**config.mk**
```make
export PLATFORM = sky130hd
export DESIGN_NAME = fcc_checker_classifier
export DESIGN_NICKNAME = d
export VERILOG_FILES = /design/src/rtl/fcc_pkg.sv /design/src/rtl/fcc_signed_mask.sv /design/src/rtl/fcc_adder_tree.sv /design/src/rtl/fcc_argmax.sv /design/src/rtl/fcc_ctrl.sv /design/src/rtl/fcc_checker_classifier.sv
export SDC_FILE = /design/constraint.sdc
export NUM_CORES = 2
export LEC_CHECK = 0
export BUFFER_PORTS_ARGS = -buffer_cell sky130_fd_sc_hd__buf_2
export CORE_MARGIN = 4
export CORE_UTILIZATION = 35
export CTS_CLUSTER_DIAMETER = 60
export DETAILED_ROUTE_END_ITERATION = 10
export GPL_TIMING_DRIVEN = 1
export SYNTH_ARGS = -nofsm -noshare
export SYNTH_HDL_FRONTEND = slang
export SYNTH_SLANG_ARGS = --single-unit
export TNS_END_PERCENT = 1
```
**constraint.sdc**
```tcl
create_clock -name clk -period 13.24 [get_ports clk]
set_input_delay 1.324 -clock clk [delete_from_list [all_inputs] [get_ports clk]]
set_output_delay 1.324 -clock clk [all_outputs]
set_load 0.01 [all_outputs]
```
**src/rtl/fcc_pkg.sv**
```systemverilog
`timescale 1ns/1ps
package fcc_pkg;
    localparam int NUM_LABELS = 4;
    localparam int LABEL_W    = 2;

    typedef enum logic [1:0] {
        ST_IDLE   = 2'd0,
        ST_ACCUM  = 2'd1,
        ST_SELECT = 2'd2,
        ST_FINISH = 2'd3
    } fcc_state_e;

    // Label owned by position (r, c): row parity is the high bit, column parity the low bit.
    function automatic logic [LABEL_W-1:0] label_of(input int r, input int c);
        return {r[0], c[0]};
    endfunction
endpackage

```
**src/rtl/fcc_signed_mask.sv**
```systemverilog
`timescale 1ns/1ps
module fcc_signed_mask #(
    parameter int ROWS  = 8,
    parameter int COLS  = 8,
    parameter int ACT_W = 8,
    parameter int SUM_W = 13
) (
    input  logic [ROWS*COLS*ACT_W-1:0] act_plane,
    input  logic [ROWS*COLS-1:0]       wgt_plane,
    input  logic [1:0]                 sel_label,
    output logic [ROWS*COLS*SUM_W-1:0] terms
);
    localparam int PAD_W = SUM_W - ACT_W;

    for (genvar r = 0; r < ROWS; r++) begin : g_row
        for (genvar c = 0; c < COLS; c++) begin : g_col
            localparam int          ELEM = r * COLS + c;
            localparam logic [1:0]  LAB  = fcc_pkg::label_of(r, c);
            logic signed [SUM_W-1:0] mag;
            logic signed [SUM_W-1:0] prod;

            assign mag  = {{PAD_W{1'b0}}, act_plane[ELEM*ACT_W +: ACT_W]};
            assign prod = wgt_plane[ELEM] ? mag : -mag;
            assign terms[ELEM*SUM_W +: SUM_W] = (sel_label == LAB) ? prod : '0;
        end
    end
endmodule

```
**src/rtl/fcc_adder_tree.sv**
```systemverilog
`timescale 1ns/1ps
module fcc_adder_tree #(
    parameter int N_IN  = 64,
    parameter int SUM_W = 13
) (
    input  logic [N_IN*SUM_W-1:0] terms,
    output logic [SUM_W-1:0]      total
);
    localparam int LEVELS = (N_IN > 1) ? $clog2(N_IN) : 1;
    localparam int LEAVES = 1 << LEVELS;

    for (genvar l = 0; l <= LEVELS; l++) begin : g_lvl
        localparam int WIDTH = LEAVES >> l;
        logic [SUM_W-1:0] v [WIDTH];
        if (l == 0) begin : g_leaf
            for (genvar i = 0; i < WIDTH; i++) begin : g_in
                if (i < N_IN) begin : g_real
                    assign v[i] = terms[i*SUM_W +: SUM_W];
                end else begin : g_pad
                    assign v[i] = '0;
                end
            end
        end else begin : g_node
            for (genvar i = 0; i < WIDTH; i++) begin : g_add
                assign v[i] = g_lvl[l-1].v[2*i] + g_lvl[l-1].v[2*i+1];
            end
        end
    end

    assign total = g_lvl[LEVELS].v[0];
endmodule

```
**src/rtl/fcc_argmax.sv**
```systemverilog
`timescale 1ns/1ps
module fcc_argmax #(
    parameter int SUM_W = 13
) (
    input  logic [fcc_pkg::NUM_LABELS*SUM_W-1:0] sums,
    output logic [1:0]                           winner
);
    logic signed [SUM_W-1:0] best;

    always_comb begin
        winner = 2'd0;
        best   = $signed(sums[0 +: SUM_W]);
        for (int k = 1; k < fcc_pkg::NUM_LABELS; k++) begin
            // strict compare keeps the lower index on ties
            if ($signed(sums[k*SUM_W +: SUM_W]) > best) begin
                best   = $signed(sums[k*SUM_W +: SUM_W]);
                winner = 2'(k);
            end
        end
    end
endmodule

```
**src/rtl/fcc_ctrl.sv**
```systemverilog
`timescale 1ns/1ps
module fcc_ctrl (
    input  logic       clk,
    input  logic       rst_n,
    input  logic       start,
    output logic       capture_en,
    output logic       acc_en,
    output logic [1:0] pass_idx,
    output logic       select_en,
    output logic       busy,
    output logic       done
);
    import fcc_pkg::*;

    localparam logic [1:0] LAST_PASS = 2'(NUM_LABELS - 1);

    fcc_state_e state_q, state_d;
    logic [1:0] pass_q;

    always_ff @(posedge clk or negedge rst_n) begin
        if (!rst_n) state_q <= ST_IDLE;
        else        state_q <= state_d;
    end

    always_ff @(posedge clk or negedge rst_n) begin
        if (!rst_n)                  pass_q <= '0;
        else if (state_q == ST_ACCUM) pass_q <= pass_q + 2'd1;
        else                         pass_q <= '0;
    end

    always_comb begin
        state_d = state_q;
        unique case (state_q)
            ST_IDLE:   if (start) state_d = ST_ACCUM;
            ST_ACCUM:  if (pass_q == LAST_PASS) state_d = ST_SELECT;
            ST_SELECT: state_d = ST_FINISH;
            ST_FINISH: state_d = ST_IDLE;
        endcase
    end

    always_comb begin
        capture_en = 1'b0;
        acc_en     = 1'b0;
        select_en  = 1'b0;
        busy       = 1'b1;
        done       = 1'b0;
        unique case (state_q)
            ST_IDLE: begin
                busy       = 1'b0;
                capture_en = start;
            end
            ST_ACCUM:  acc_en    = 1'b1;
            ST_SELECT: select_en = 1'b1;
            ST_FINISH: done      = 1'b1;
        endcase
    end

    assign pass_idx = pass_q;
endmodule

```
**src/rtl/fcc_checker_classifier.sv**
```systemverilog
`timescale 1ns/1ps
module fcc_checker_classifier #(
    parameter int ROWS  = 8,
    parameter int COLS  = 8,
    parameter int ACT_W = 8,
    localparam int N_ELEM = ROWS * COLS,
    localparam int SUM_W  = ACT_W + $clog2(N_ELEM / 4) + 1
) (
    input  logic                      clk,
    input  logic                      rst_n,
    input  logic                      start,
    input  logic [N_ELEM*ACT_W-1:0]   act_plane,
    input  logic [N_ELEM-1:0]         wgt_plane,
    output logic                      busy,
    output logic                      done,
    output logic [4*SUM_W-1:0]        label_sums,
    output logic [1:0]                class_idx
);
    import fcc_pkg::*;

    logic             capture_en, acc_en, select_en;
    logic [1:0]       pass_idx;
    logic [N_ELEM*ACT_W-1:0] act_q;
    logic [N_ELEM-1:0]       wgt_q;
    logic [N_ELEM*SUM_W-1:0] terms;
    logic [SUM_W-1:0]        pass_total;
    logic [NUM_LABELS*SUM_W-1:0] work_sums;
    logic [1:0]              winner;

    fcc_ctrl u_ctrl (
        .clk        (clk),
        .rst_n      (rst_n),
        .start      (start),
        .capture_en (capture_en),
        .acc_en     (acc_en),
        .pass_idx   (pass_idx),
        .select_en  (select_en),
        .busy       (busy),
        .done       (done)
    );

    always_ff @(posedge clk or negedge rst_n) begin
        if (!rst_n) begin
            act_q <= '0;
            wgt_q <= '0;
        end else if (capture_en) begin
            act_q <= act_plane;
            wgt_q <= wgt_plane;
        end
    end

    fcc_signed_mask #(
        .ROWS(ROWS), .COLS(COLS), .ACT_W(ACT_W), .SUM_W(SUM_W)
    ) u_mask (
        .act_plane (act_q),
        .wgt_plane (wgt_q),
        .sel_label (pass_idx),
        .terms     (terms)
    );

    fcc_adder_tree #(.N_IN(N_ELEM), .SUM_W(SUM_W)) u_tree (
        .terms (terms),
        .total (pass_total)
    );

    for (genvar k = 0; k < NUM_LABELS; k++) begin : g_work
        always_ff @(posedge clk or negedge rst_n) begin
            if (!rst_n)
                work_sums[k*SUM_W +: SUM_W] <= '0;
            else if (acc_en && pass_idx == 2'(k))
                work_sums[k*SUM_W +: SUM_W] <= pass_total;
        end
    end

    fcc_argmax #(.SUM_W(SUM_W)) u_argmax (
        .sums   (work_sums),
        .winner (winner)
    );

    always_ff @(posedge clk or negedge rst_n) begin
        if (!rst_n) begin
            label_sums <= '0;
            class_idx  <= '0;
        end else if (select_en) begin
            label_sums <= work_sums;
            class_idx  <= winner;
        end
    end
endmodule

```
# Word-level counts from Yosys, hierarchy flattened
# Cells that the tools add are included.
classes:
  n_addsub: 128
  order_cmp: 3
  eq_ne: 8
  muxes: 142
  n_reduce_logical: 7
op_table:
  columns: ["op", "n"]
  rows:
  - ["2-to-1 mux 13 bit", 130]
  - ["negator 8 -> 13 bit", 64]
  - ["adder 13 bit", 63]
  - ["greater-than comparator 13 bit", 3]
  - ["2-to-1 mux 2 bit", 5]
  - ["equality test 2 bit, second input constant", 4]
  - ["one-hot mux 2 bit (4 select lines)", 1]
  - ["2-to-1 mux 1 bit", 6]
  - ["equality test 2 x 1 -> 1 bit, second input constant", 2]
  - ["logical AND 1 bit", 4]
  - ["logical NOT 2 bit", 2]
  - ["!= test 2 bit, second input constant", 2]
  - ["adder 2 x 1 -> 2 bit, second input constant", 1]
  - ["AND reduction 2 bit", 1]
word_totals:
  ff_bits: 686
  inputBits: 579
  out_inout_bits: 56
  elab_cells: 298

# Logic depth before layout (Yosys ltp)
logic_depth:
  depth_word: 9
  depth_mapped: 35

# By module
# Synthesis repeated with hierarchy kept, for this count alone.
unflattened:
  cells_unflattened: 6108
  area_unflattened_um2: 62393.6
modules_own_cells:
  columns: ["module", "n_inst", "cells_per_inst", "area_per_inst_um2", "seq_area_each_um2"]
  rows:
  - ["fcc_checker_classifier", 1, 1442, 25473.2, 17066.4]
  - ["fcc_adder_tree", 1, 1784, 18999.5, 0.0]
  - ["fcc_signed_mask", 1, 2675, 16070.4, 0.0]
  - ["fcc_argmax", 1, 186, 1595.3, 0.0]
  - ["fcc_ctrl", 1, 21, 255.2, 100.1]

# Least setup slack after synthesis
# No wires, ideal clock.
synth_path:
  path_kind: "register to register"
  start: "register u_ctrl.pass_q[0] (netlist: u_ctrl.pass_idx[0])"
  end: "register work_sums[24]"
  setup_time_ns: 0.137
  t_arrival_ns: 8.695
  t_required_ns: 13.103
  setup_slack_ns: 4.409
  stages_incl_launch_ff: 33
  n_path_buf: 4
  synth_period_minus_slack_ns: 8.831
  cell_sequence: "dfrtp_1 > ha_1 > clkbuf_1 > clkbuf_1 > clkbuf_1 > clkbuf_1 > nand2_1 > fa_1 > inv_1 > fa_1 > inv_1 > fa_1 > inv_1 > fa_1 > fa_1 > fa_1 > inv_1 > fa_1 > fa_1 > inv_1 > ha_1 > inv_1 > fa_1 > inv_1 > fa_1 > a21o_1 > a21oi_1 > o21bai_1 > a21oi_1 > o21bai_1 > o41a_1 > xnor2_1 > o21ai_0"
synth_between:
  elab_chain_cells: 8
  word_cells_on_any_way: 132
  cone_classes: "add/sub (63); eq/ne (3); mux (64); reduce/logical (2)"
synth_rtl:
  columns: ["item", "line", "source"]
  rows:
  - ["start: declaration", "fcc_ctrl.sv:18", "logic [1:0] pass_q;"]
  - ["start signal: assignment", "fcc_ctrl.sv:27", "else if (state_q == ST_ACCUM) pass_q <= pass_q + 2'd1;"]
  - ["equality test 2 x 1 -> 1 bit (tied with other cells)", "fcc_signed_mask.sv:24, fcc_checker_classifier.sv:70", null]
  - ["2-to-1 mux 13 bit", "fcc_signed_mask.sv:24", "assign terms[ELEM*SUM_W +: SUM_W] = (sel_label == LAB) ? prod : '0;"]
  - ["adder 13 bit (6 in a row)", "fcc_adder_tree.sv:25", "assign v[i] = g_lvl[l-1].v[2*i] + g_lvl[l-1].v[2*i+1];"]
  - ["end signal: indexed assignment", "fcc_checker_classifier.sv:71", "work_sums[k*SUM_W +: SUM_W] <= pass_total;"]
  - ["end: declaration", "fcc_checker_classifier.sv:27", "logic [NUM_LABELS*SUM_W-1:0] work_sums;"]
# Several ways; a longest one is shown, not always the timed one.
# A chain may end at the register's enable or synchronous reset.

# Worst setup path after layout
layout_path:
  start: "register u_ctrl.pass_q[0] (netlist: u_ctrl.pass_idx[0])"
  end: "register work_sums[37]"
layout_between:
  elab_chain_cells: 8
  word_cells_on_any_way: 132
  cone_classes: "add/sub (63); eq/ne (3); mux (64); reduce/logical (2)"
layout_rtl:
  columns: ["item", "line"]
  rows:
  - ["equality test 2 x 1 -> 1 bit (tied with other cells)", "fcc_signed_mask.sv:24"]
  - ["2-to-1 mux 13 bit", "fcc_signed_mask.sv:24"]
  - ["adder 13 bit (6 in a row)", "fcc_adder_tree.sv:25"]
# Several ways; a longest one is shown, not always the timed one.

==> PnR_summary.wiki <==
{| class="wikitable"
! Metric !! Value
|-
| Final weighted congestion of routability-driven global placement || slightly above 0.9
|-
| I/O pin total || 635
|-
| Least setup slack across all paths after layout || 3.08 ns
|-
| Yosys synthesis warning count || 0
|-
| Post-layout minimum cycle time || 10.16 ns
|-
| Area Growth Syn to Fin || 15.0%
|-
| Initial DRC Count || 2508
|-
| Clk_lat worst skew || 0.73 ns
|-
| Global Route Usage Sum || 22.5%
|-
| IO Port Bufs || 634
|-
| Root buffer selected by CTS || sky130_fd_sc_hd__clkbuf_16
|-
| Worst Skew || 0.0328 ns
|-
| Final number of max-transition violations || 0
|-
| Total wire length || 196000 um
|-
| Startpoint types || register
|-
| Routed via count || 42700
|-
| Remaining number of nets flagged by the antenna check after routing || 0
|-
| Critical path class || reg -> reg
|-
| Worst reg2reg setup slack || 3.08 ns
|-
| Commonest cells after routing, fill and taps aside || 928 x sky130_fd_sc_hd__inv_1, 715 x sky130_fd_sc_hd__mux2_2, 686 x sky130_fd_sc_hd__dfrtp_1, 684 x sky130_fd_sc_hd__fa_1, 633 x sky130_fd_sc_hd__buf_2
|-
| Number of standard cells after synthesis || between 5000 and 6000
|-
| Number of antenna violations at the first check in global routing || 35
|-
| Clock-pin slew reported for the worst setup and hold paths after clock tree synthesis || around 0.060 ns
|-
| Final Hold Vio Count || 0
|-
| Sequential fraction of the synthesis area || 29.2%
|-
| Largest stage delay on the critical path || between 0.7 and 0.8 ns
|-
| Global-route wire length before repair || a little under 300000 um
|-
| Number of detailed-routing iterations run before antenna repair || 5
|-
| Synth Register Bits || 686
|-
| Max capacitance violation total || 0
|-
| Buffers and inverters on the worst path || 8
|-
| DP Wirelength || between 150000 and 200000 um
|-
| Global route overflow || 0
|-
| Post-DR vias/cell || 4.97
|-
| Clock sink count || 686
|-
| Highest-delay cell along the critical path || sky130_fd_sc_hd__buf_4
|-
| Buffer count from post-CTS setup fixing || 0
|-
| Synth Cell Area || 58800 um^2
|-
| Die extent in y || ~420 um
|-
| Terminus of the critical flop-to-flop path || work_sums[37]
|-
| Fraction of layout instances using a drive strength above 1 || around a quarter
|-
| Result of the run || finished clean
|-
| Type of the tightest min-delay check || reg -> reg
|-
| Die Area || roughly 170000 um^2
|-
| Average wire per standard cell || 22.8 um
|-
| Number of cells traversed by the worst register-to-register path || 29
|-
| Largest fanout of any net on the critical path || 74
|-
| Worst hold slack across all endpoints || 0.501 ns
|-
| Starting density of the core || 35.2%
|-
| Total clock buffers created by CTS || 93
|-
| Std-Cell Core Area || between 150000 and 200000 um^2
|-
| Synth Net Count || 7166
|-
| Hold Crit Depth || 1
|-
| Setup repair after global routing missed its margin || no
|-
| Maximum operating frequency || 0.0984 GHz
|-
| Post-synthesis async set-or-reset flop share || between 90% and 100%
|-
| Post-route DRC violation count || 0
|-
| Vias in the first global route || ~45000
|-
| Die Wd || 418 um
|-
| Quantity of hold-fixing buffers added after cts || 0
|-
| Crit path capture type || register
|-
| Worst path required time || 13.81 ns
|-
| Total number of H-tree levels || 3
|-
| CTS resizes || 0
|-
| Post-synthesis area per instance || 10.2 um^2
|-
| Hold path startpoint || label_sums[49]
|-
| Top_reg_cell synth || sky130_fd_sc_hd__dfrtp_1
|-
| Largest buffer count on any clock path || 3
|-
| Dominant cell type by count on the critical path || sky130_fd_sc_hd__fa_1
|-
| Arrival time worst endpoint || 10.74 ns
|-
| Transition at the pin with the smallest max-transition slack || 1.22 ns
|-
| Number of setup violations in the final report || 0
|-
| Delay-heaviest family, CP || adder cells
|-
| Startpoint of the lowest-slack register-to-register path || u_ctrl.pass_idx[0]
|-
| Num rows || 150
|-
| Pre-CTS setup slack || around 2.9 ns
|-
| Number of unique standard cell types used by synthesis || 51
|-
| Tcrit/Tclk final || 76.8%
|-
| Final net count || 7704
|-
| Setup TNS || 0 ns
|-
| Rel. slew slack || 18.6%
|-
| End of the worst hold path || label_sums[49]
|-
| Most common cell after layout, fill and taps aside || sky130_fd_sc_hd__inv_1
|-
| Largest net degree at the start of global routing || roughly 170
|-
| CTS tree || done
|-
| EDFF count, synth || 0
|}
==> worst register-to-register path: cells and delay by family, from the launching register on <==
family / cells / cell delay [ns]
AO/OA/AOI/OAI: 8 / 1.78
buffers and inverters: 8 / 1.32
flip-flops: 1 / 0.47
XOR/XNOR: 1 / 0.36
adder cells (fa/ha/maj): 12 / 6.10
==> metal layers <==
| metal | routed length, um | share of wire, % | GRT usage [%] | vias up |
|---|---|---|---|---|
| li1 | - | - | - | 19500 |
| met1 | 79400 | 41 | 27.9 | 21700 |
| met2 | 100000 | 51 | 39.7 | 1165 |
| met3 | 8570 | 4.4 | 3.03 | 286 |
| met4 | 7750 | 4.0 | 8.97 | 8 |
| met5 | 55 | 0.028 | 0 | - |
==> logic make-up after synthesis <==
logic type / share of synthesized area, %
compound gates: 6.53
mux: 14.1
xor+xnor: 5.69
buf+inv: 7.27
fa+ha+maj: 26.7
simple gates: 10.5
flops: 29.2
==> metrics by stage <==
step | cells | util, % | instance area, um^2
CTS | 8561 | 40.5 | 67600
detailed placement | 8387 | 38.5 | 64200
global placement | 8387 | 38.5 | 64200
finish | 8583 | 40.5 | 67600
floorplan | 5740 | - | 58800
global route | 8579 | 40.5 | 67600
==> worst max path at each step <==
stage / from / endpoint / slack (ns) / cells after the start
6_report: u_ctrl.pass_idx[0] / work_sums[37] / 3.08 / 29
5_1_grt: u_ctrl.pass_idx[0] / work_sums[50] / 2.42 / 27
4_1_cts: u_ctrl.pass_idx[0] / work_sums[37] / 2.94 / 29
3_5_place_dp: u_ctrl.pass_idx[0] / work_sums[37] / 2.95 / 29
3_3_place_gp: u_ctrl.pass_idx[0] / work_sums[37] / 3.07 / 29
2_1_floorplan: u_ctrl.pass_idx[0] / work_sums[24] / 4.41 / 32
==> flip-flops by register name, indices dropped and copies added, names as in the netlist <==
signal / count
act_q: 512
wgt_q: 64
label_sums: 52
work_sums: 52
class_idx: 2
u_ctrl.pass_idx: 2
u_ctrl.state_q: 2
==> layout make-up <==
| class | instances | area (um^2) |
|---|---|---|
| diodes | 22 | 55.1 |
| clock buffers | 116 | 2550 |
| clock inverters | 58 | 773 |
| fillers | 16200 | 99400 |
| inverters | 928 | 3480 |
| multi-input cells | 3916 | 37400 |
| flip-flops and latches | 686 | 17200 |
| well taps | 2204 | 2760 |
| repair buffers | 653 | 3390 |
==> cells in the mapped netlist (all sizes together), types with 5 or more instances <==
| cell | count | share of area [%] |
|---|---|---|
| a21oi | 169 | 1.4 |
| inv | 928 | 5.9 |
| mux2i | 22 | 0.37 |
| a211oi | 13 | 0.17 |
| a21o | 51 | 0.65 |
| a31o | 12 | 0.18 |
| nand4 | 5 | 0.053 |
| nand2 | 428 | 2.7 |
| dfrtp | 686 | 29 |
| nor2b | 84 | 0.89 |
| mux2 | 715 | 14 |
| o21a | 13 | 0.17 |
| a21boi | 96 | 1.2 |
| ha | 163 | 3.5 |
| o21ai | 258 | 2.2 |
| or3 | 132 | 1.4 |
| nand3 | 24 | 0.20 |
| and3 | 20 | 0.21 |
| nand2b | 28 | 0.30 |
| nor4b | 21 | 0.31 |
| nand3b | 21 | 0.27 |
| xor2 | 283 | 4.2 |
| xnor2 | 94 | 1.4 |
| nor4 | 9 | 0.096 |
| fa | 684 | 23 |
| nor3 | 133 | 1.2 |
| a31oi | 23 | 0.24 |
| nor2 | 312 | 2.0 |
| and2 | 77 | 0.82 |
| clkbuf | 207 | 1.3 |
Power is left out: the tool's default activity adds up to more than one toggle a clock period on the data nets, which glitch-free logic cannot reach.
